**src/rtl/dbg_evt_pkg.sv**
```systemverilog
package dbg_evt_pkg;
  // control word bit positions
  localparam int CTL_IDM    = 0;
  localparam int CTL_RST_LO = 1;
  localparam int CTL_RST_HI = 2;
  localparam int CTL_ICMP   = 3;
  localparam int CTL_BRT    = 4;
  localparam int CTL_IRPT   = 5;
  localparam int CTL_TRAP   = 6;
  localparam int CTL_IAC0   = 7;

  // status word bit positions
  localparam int ST_ICMP = 0;
  localparam int ST_BRT  = 1;
  localparam int ST_IRPT = 2;
  localparam int ST_TRAP = 3;
  localparam int ST_IAC0 = 4;

  typedef enum logic [1:0] {
    DAC_OFF   = 2'b00,
    DAC_STORE = 2'b01,
    DAC_LOAD  = 2'b10,
    DAC_ANY   = 2'b11
  } dac_mode_e;

  function automatic logic dac_accept(dac_mode_e mode, logic hit, logic is_store);
    logic ok;
    unique case (mode)
      DAC_OFF:   ok = 1'b0;
      DAC_STORE: ok = is_store;
      DAC_LOAD:  ok = !is_store;
      default:   ok = 1'b1;
    endcase
    return hit & ok;
  endfunction
endpackage

```
**src/rtl/dbg_ctl_reg.sv**
```systemverilog
module dbg_ctl_reg
  import dbg_evt_pkg::*;
#(
  parameter int CTL_USED = 13
) (
  input  logic                clk,
  input  logic                rst,
  input  logic                wr_en,
  input  logic [CTL_USED-1:0] wdata,
  input  logic                debug_en,
  output logic [CTL_USED-1:0] ctl_q,
  output logic                reset_req
);
  always_ff @(posedge clk) begin
    if (rst) begin
      ctl_q <= '0;
    end else if (wr_en) begin
      ctl_q <= wdata;
    end else begin
      // reset request field lives for one cycle only
      ctl_q[CTL_RST_HI:CTL_RST_LO] <= 2'b00;
    end
  end

  assign reset_req = ctl_q[CTL_RST_HI] & ctl_q[CTL_IDM] & debug_en;
endmodule

```
**src/rtl/dbg_event_qual.sv**
```systemverilog
module dbg_event_qual
  import dbg_evt_pkg::*;
#(
  parameter int NUM_IAC  = 2,
  parameter int NUM_DAC  = 2,
  parameter int CTL_USED = 13,
  parameter int NUM_EV   = 8
) (
  input  logic [CTL_USED-1:0] ctl,
  input  logic                debug_en,
  input  logic                ev_icmp,
  input  logic                ev_brt,
  input  logic                ev_irq,
  input  logic                ev_irq_crit,
  input  logic                ev_trap,
  input  logic [NUM_IAC-1:0]  ev_iac,
  input  logic [NUM_DAC-1:0]  ev_dac_hit,
  input  logic [NUM_DAC-1:0]  ev_dac_store,
  output logic [NUM_EV-1:0]   ev_vec
);
  localparam int CTL_DAC0 = CTL_IAC0 + NUM_IAC;
  localparam int ST_DAC0  = ST_IAC0 + NUM_IAC;

  assign ev_vec[ST_ICMP] = ctl[CTL_ICMP] & debug_en & ev_icmp;
  assign ev_vec[ST_BRT]  = ctl[CTL_BRT] & debug_en & ev_brt;
  assign ev_vec[ST_IRPT] = ctl[CTL_IRPT] & ev_irq & !ev_irq_crit;
  assign ev_vec[ST_TRAP] = ctl[CTL_TRAP] & ev_trap;

  for (genvar i = 0; i < NUM_IAC; i++) begin : g_iac
    assign ev_vec[ST_IAC0+i] = ctl[CTL_IAC0+i] & ev_iac[i];
  end

  for (genvar j = 0; j < NUM_DAC; j++) begin : g_dac
    dac_mode_e mode;
    assign mode = dac_mode_e'(ctl[CTL_DAC0+2*j +: 2]);
    assign ev_vec[ST_DAC0+j] = dac_accept(mode, ev_dac_hit[j], ev_dac_store[j]);
  end
endmodule

```
**src/rtl/dbg_status_reg.sv**
```systemverilog
module dbg_status_reg #(
  parameter int NUM_EV = 8
) (
  input  logic              clk,
  input  logic              rst,
  input  logic              log_en,
  input  logic [NUM_EV-1:0] ev_vec,
  input  logic              clr_en,
  input  logic [NUM_EV-1:0] clr_mask,
  output logic [NUM_EV-1:0] status_q
);
  logic [NUM_EV-1:0] keep, setv;

  always_comb begin
    keep = clr_en ? (status_q & ~clr_mask) : status_q;
    setv = log_en ? ev_vec : '0;
  end

  always_ff @(posedge clk) begin
    if (rst) status_q <= '0;
    else     status_q <= keep | setv;
  end
endmodule

```
**src/rtl/dbg_event_ctl.sv**
```systemverilog
module dbg_event_ctl
  import dbg_evt_pkg::*;
#(
  parameter int DATA_W  = 32,
  parameter int NUM_IAC = 2,
  parameter int NUM_DAC = 2
) (
  input  logic               clk,
  input  logic               rst,
  input  logic               debug_en,
  input  logic               ev_icmp,
  input  logic               ev_brt,
  input  logic               ev_irq,
  input  logic               ev_irq_crit,
  input  logic               ev_trap,
  input  logic [NUM_IAC-1:0] ev_iac,
  input  logic [NUM_DAC-1:0] ev_dac_hit,
  input  logic [NUM_DAC-1:0] ev_dac_store,
  input  logic               reg_we,
  input  logic               reg_addr,
  input  logic [DATA_W-1:0]  reg_wdata,
  output logic [DATA_W-1:0]  reg_rdata,
  output logic               dbg_irq,
  output logic               core_reset_req
);
  localparam int CTL_USED = CTL_IAC0 + NUM_IAC + 2 * NUM_DAC;
  localparam int NUM_EV   = ST_IAC0 + NUM_IAC + NUM_DAC;

  logic [CTL_USED-1:0] ctl_q;
  logic [NUM_EV-1:0]   ev_vec;
  logic [NUM_EV-1:0]   status_q;
  logic                idm;
  logic                ctl_wr, st_wr;
  logic                unused_wbits;

  assign ctl_wr       = reg_we & !reg_addr;
  assign st_wr        = reg_we & reg_addr;
  assign idm          = ctl_q[CTL_IDM];
  assign unused_wbits = ^reg_wdata;

  dbg_ctl_reg #(.CTL_USED(CTL_USED)) u_ctl (
    .clk       (clk),
    .rst       (rst),
    .wr_en     (ctl_wr),
    .wdata     (reg_wdata[CTL_USED-1:0]),
    .debug_en  (debug_en),
    .ctl_q     (ctl_q),
    .reset_req (core_reset_req)
  );

  dbg_event_qual #(
    .NUM_IAC (NUM_IAC),
    .NUM_DAC (NUM_DAC),
    .CTL_USED(CTL_USED),
    .NUM_EV  (NUM_EV)
  ) u_qual (
    .ctl          (ctl_q),
    .debug_en     (debug_en),
    .ev_icmp      (ev_icmp),
    .ev_brt       (ev_brt),
    .ev_irq       (ev_irq),
    .ev_irq_crit  (ev_irq_crit),
    .ev_trap      (ev_trap),
    .ev_iac       (ev_iac),
    .ev_dac_hit   (ev_dac_hit),
    .ev_dac_store (ev_dac_store),
    .ev_vec       (ev_vec)
  );

  dbg_status_reg #(.NUM_EV(NUM_EV)) u_status (
    .clk      (clk),
    .rst      (rst),
    .log_en   (idm),
    .ev_vec   (ev_vec),
    .clr_en   (st_wr),
    .clr_mask (reg_wdata[NUM_EV-1:0]),
    .status_q (status_q)
  );

  always_comb begin
    reg_rdata = '0;
    if (reg_addr) reg_rdata[NUM_EV-1:0]   = status_q;
    else          reg_rdata[CTL_USED-1:0] = ctl_q;
  end

  assign dbg_irq = idm & debug_en & (|status_q);
endmodule

```
**config.mk**
```make
export PLATFORM = sky130hd
export DESIGN_NAME = dbg_event_ctl
export DESIGN_NICKNAME = d
export VERILOG_FILES = /design/src/rtl/dbg_evt_pkg.sv /design/src/rtl/dbg_ctl_reg.sv /design/src/rtl/dbg_event_qual.sv /design/src/rtl/dbg_status_reg.sv /design/src/rtl/dbg_event_ctl.sv
export SDC_FILE = /design/constraint.sdc
export NUM_CORES = 1
export LEC_CHECK = 0
export BUFFER_PORTS_ARGS = -buffer_cell sky130_fd_sc_hd__buf_2
export CORE_MARGIN = 4
export CORE_UTILIZATION = 37
export CTS_BUF_LIST = sky130_fd_sc_hd__clkbuf_8
export CTS_CLUSTER_SIZE = 30
export DETAILED_ROUTE_END_ITERATION = 6
export PLACE_DENSITY = 0.87
export SLEW_MARGIN = 20
export SYNTH_ARGS = -nofsm -noshare
export SYNTH_HDL_FRONTEND = slang
export SYNTH_SLANG_ARGS = --single-unit
```
**constraint.sdc**
```tcl
create_clock -name clk -period 1 [get_ports clk]
set_input_delay 0.25 -clock clk [delete_from_list [all_inputs] [get_ports clk]]
set_output_delay 0.25 -clock clk [all_outputs]
set_load 0.05 [all_outputs]
```
==> results.cfg, run 1 <==
[route]
drc = 0
drt_wl_total_um = 3600
routed_via_density = 4.96
met2_length_um = 1910
top_layer = met4
m1WireLength_um = 1400
antenna_left = 0
routedWlPerCell_um = 15.0
firstDrtPassIters = 4
wl_met3_um = 220
drt-initial-drc-count = 74
num_vias = 1191

[cts]
cts_buffer_depth = 2
insertion_delay_ps = 270
numCtsBuffers = 3
root_buffer = clkbuf_8
cts_tree = yes
cts_hold_buf = 0
cts.sinks = 21
htreeDepth = 1
clk_pin_slew_ps = 80

[placement]
pre_cts_slack_ps = -305
gp_routability_congestion = 0.849
port_buffers = 43
place_hpwl_um = 2430
place_area_sq_mm = 0.00154

[worst_setup_path]
r2r_cells = 4
endpoint_kind = output port
cp.arrival_ps = 1250
cp-start-kind = register
critPathKind = register to output port
cp.required_ps = 750
cp_max_fo = 2

[timing]
worst_slack_ps = -498
period_share = 1.50
slew_violations = 0
setup_viol = 15
hold_violations = 0
tns_ps = -4560
period_minus_slack_ps = 1500
rsz0062_at_grt = true
fin_worst_skew_ps = 3.72
fmax_mhz = 668

[status]
status = finished with violations
violations = setup timing

[power]
static-leakage-power_nw = 0.871
pwr_density_cell_mw_per_mm2 = 1050
vdd_ir_drop_max_v = 0.000553

[yosys]
syn-cell-area_sq_mm = 0.00111
synth_seq_cells = 21
ys_seq_area_frac = 0.379
yosys-top-cells-area = dfxtp_1, buf_4, nand2_1, mux2_2, a21oi_1
synth_top_area_frac = 0.379
synth_cells = 136
synth_top_area_cell = dfxtp_1
synth.distinct_cells = 22
avgSynthCellArea_sq_um = 8.16
ys_warn_count = 0

[grt]
grtUsageTotal = 0.182
grt_remaining_overflow = 0
grt_pass1_vias = 1242
grt_max_degree = 14
grt_pass1_wl_um = 5720
antenna_found_initial = 0

[layout]
fillers = 202
antenna_cells = 0
fin_area_sq_mm = 0.00190
nets = 258
layout_common_cells = nand2_1, buf_2, buf_4
drive_gt1_frac = 0.550
syn_to_final_growth_pct = 71.4

[die]
core_area_sq_mm = 0.00281
die_x_um = 62.8
initial_core_util = 0.396
die_area_sq_mm = 0.00394
row_count = 19
io_pins = 82
die_h_um = 62.8

[run]
drv_cap = 0

[worst_hold_path]
hold_class = input port to register
whs_path_depth = 3
-- logic make-up after synthesis --
group	count (synthesis)	synth area share
compound gates	20	0.100
buf+inv	27	0.166
flops	21	0.379
mux	10	0.0992
other cells	1	0.00338
simple gates	57	0.253
-- worst max-delay path: stages (launching register included) --
cell     delay [ps]
dfxtp_2         350
nor4_4          270
buf_4           160
a21oi_4          50
buf_6           160
-- power by group --
| group | switching [mW] | internal [mW] |
|---|---|---|
| Sequential | 0.0164 | 0.847 |
| Combinational | 0.352 | 0.199 |
| Clock | 0.305 | 0.279 |
-- synth_stat cells (all sizes together) --
master and n:
a21oi 15, a32oi 3, and2b 1, and3 1, buf 24, clkbuf 3, conb 1, dfxtp 21
mux2 8, mux2i 2, nand2 28, nand2b 1, nand3 8, nand3b 2, nand4 2, nand4b 1
nor2 3, nor2b 6, nor3b 2, nor4 2, o21ai 2
-- worst paths after layout --
kind                                                      start                         endpoint  slack (ps)
worst min-delay path                               reg_wdata[9]      u_ctl.ctl_q[9]$_SDFFE_PP0P_         210
worst min register to register      u_ctl.ctl_q[0]$_SDFFE_PP0P_  u_status.status_q[0]$_SDFF_PP0_         550
worst max register to register      u_ctl.ctl_q[0]$_SDFFE_PP0P_  u_status.status_q[7]$_SDFF_PP0_          50
worst max-delay path            u_status.status_q[5]$_SDFF_PP0_                          dbg_irq        -500
-- cell type report --
class / instances / area (sq um) / share of cell area
Tap cell: 31 / 38.8 / 0.0204
Clock inverter: 1 / 5.00 / 0.00263
Multi-Input combinational cell: 106 / 696 / 0.366
Sequential cell: 21 / 453 / 0.238
Timing Repair Buffer: 78 / 668 / 0.351
Clock buffer: 3 / 41.3 / 0.0217
-- layer usage --
layer,vias up,track usage
met5,-,0
met4,0,0.0826
met3,8,0.0378
met2,49,0.320
met1,564,0.211
li1,570,-
-- timing repair --
action | CTS | global route
setup endpoints to repair | 17 | 18
cloned | 0 | 0
pin swaps | 3 | 1
buffers inserted | 5 | 3
gates resized for setup | 68 | 11
-- state kept, by name, indices dropped and copies added, names as in the netlist --
signal / flops
u_status.status_q: 8
u_ctl.ctl_q: 13
-- per-stage QoR --
step,power (mW),utilization,hold slack (ps),instances
after floorplan,1.29,-,386,154
after global placement,1.37,0.550,452,228
after detailed placement,1.38,0.550,467,228
after CTS,1.98,0.655,214,237
after global routing,2.08,0.678,223,240
final,2.00,0.678,211,240
No activity file was read; power rests on OpenSTA's default activity.
==> inputs of run 2 (changes only) <==
Settings changed: CORE_MARGIN 4 to 10, REMOVE_ABC_BUFFERS set to 1.
==> run 2 against run 1 <==
Against the previous run: the run still ends with setup timing left; global-route usage is 5.1 points lower; sequential share of layout area is 0.45 points higher; combinational power hardly changed; cell area is 3.5% lower; register-to-register slack worse by 40 ps; total power is 1.6% lower; fmax is 5.2% higher; largest power group unchanged; highest routed layer unchanged.
==> results.cfg, run 2 (synthesized netlist as in run 1, its figures left out) <==
[cts]
htreeDepth = 1
cts_buffer_depth = 2
root_buffer = clkbuf_8
clk_pin_slew_ps = 80
insertion_delay_ps = 260
cts_tree = yes
numCtsBuffers = 3
cts.sinks = 21

[route]
drt_wl_total_um = 3700
routed_via_density = 4.90
drt-initial-drc-count = 53
num_vias = 1141
drc = 0
firstDrtPassIters = 4
antenna_left = 0
routedWlPerCell_um = 15.9

[layout]
fin_area_sq_mm = 0.00184
antenna_cells = 0
reg_top3 = u_ctl.ctl_q: 13 flops, u_status.status_q: 8 flops
layout_commonest_cell = buf_2
drive_gt1_frac = 0.545
layout_common_cells = buf_2, nand2_1, buf_4
max_flop_register = u_ctl.ctl_q
fillers = 240
instances_no_fill = 233
nets = 251
multi_input_area_sq_um = 688
fin_util = 0.654
syn_to_final_growth_pct = 65.4
largest_reg_flops = 13
layout.area.seq_sq_um = 445

[timing]
fmax_mhz = 702
period_minus_slack_ps = 1420
rsz0062_at_grt = true
slew_violations = 0
holdWs_ps = 212
period_share = 1.42
fin_worst_skew_ps = 1.59
tns_ps = -3960
worst_slack_ps = -424
setup_viol = 15
hold_violations = 0

[worst_hold_path]
hold_class = input port to register
min-delay-start = reg_wdata[11]

[placement]
pre_cts_slack_ps = -382
place_hpwl_um = 2600
port_buffers = 43
place_area_sq_mm = 0.00141
gp_routability_congestion = 0.859
dp_cells = 221

[grt]
grt_pass1_vias = 1232
antenna_found_initial = 0
grt_remaining_overflow = 0
grtUsageTotal = 0.132
grt_max_degree = 15
grt_pass1_wl_um = 5820

[worst_setup_path]
endpoint_kind = output port
path_cells = nor4_4 -> a21oi_1 -> buf_4
crit_slowest_cell = dfxtp_2
critPathBufInv = 1
cp_slowest_stage_delay_ps = 340
crit_start = u_status.status_q[2]$_SDFF_PP0_
cp.required_ps = 750
r2r-start = u_ctl.ctl_q[0]$_SDFFE_PP0P_
cp_max_fo = 3
cp-start-kind = register
critPathKind = register to output port
cp.arrival_ps = 1170
critPathTopFamily = flip-flops

[die]
die_h_um = 74.8
io_pins = 82
initial_core_util = 0.396
row_count = 19
die_x_um = 74.8
die_area_sq_mm = 0.00559
core_area_sq_mm = 0.00281

[power]
pwr_density_cell_mw_per_mm2 = 1070
p_int_mw = 1.33
p_sw_frac = 0.325
power_frac_seq = 0.443
finalPower_mw = 1.97
vdd_ir_drop_max_v = 0.000927
clkPwrFrac = 0.277
power.switching_mw = 0.638
p_comb_frac = 0.280
static-leakage-power_nw = 0.837

[status]
status = finished with violations
violations = setup timing

[run]
drv_cap = 0
-- run 2: changes by cell type in the layout (fill, tap and decap cells not counted), sizes merged --
| cell | delta |
|---|---|
| buf | -7 |
| clkinv | -1 |
| inv | +1 |
-- run 2: per-layer routing --
| layer | GRT usage | vias up | wire length, um | part of all wire |
|---|---|---|---|---|
| met3 | 0.0604 | 3 | 443 | 0.12 |
| li1 | - | 558 | - | - |
| met5 | 0 | - | 0 | 0 |
| met4 | 0.0147 | 0 | 26 | 0.0070 |
| met1 | 0.143 | 519 | 1420 | 0.38 |
| met2 | 0.235 | 61 | 1820 | 0.49 |
-- run 2: path summary, 6_finish.rpt --
check,to,slack [ps],depth (start not counted)
worst min-delay path,u_ctl.ctl_q[11]$_SDFFE_PP0P_,210,3
worst min register to register,u_status.status_q[2]$_SDFF_PP0_,490,2
worst max-delay path,dbg_irq,-420,3
worst max register to register,u_status.status_q[7]$_SDFF_PP0_,10,5
-- run 2: cell type report --
type | instances | share of cell area
Tap cell | 31 | 0.0211
Timing Repair Buffer | 71 | 0.337
Sequential cell | 21 | 0.243
Multi-Input combinational cell | 106 | 0.375
Clock inverter | 1 | 0.00204
Clock buffer | 3 | 0.0225
-- run 2: power groups by stage --
stage | combinational (mW) | clock (mW) | sequential [mW]
detailed placement | 0.451 | 0 | 0.894
CTS | 0.529 | 0.552 | 0.874
floorplan | 0.277 | 0 | 0.893
global placement | 0.445 | 0 | 0.892
global route | 0.586 | 0.591 | 0.873
finish | 0.550 | 0.545 | 0.870
-- run 2: tightest hold or removal path: stages --
cell and delay [ps]:
buf_2 90, nand2_1 40, a21oi_1 50
-- run 2: repair_timing --
item                       in CTS  in global routing
hold buffers                    0                  0
pin swaps                       5                  2
setup endpoints to repair      30                 21
gates resized for setup        85                 16
setup buffers                   6                  3
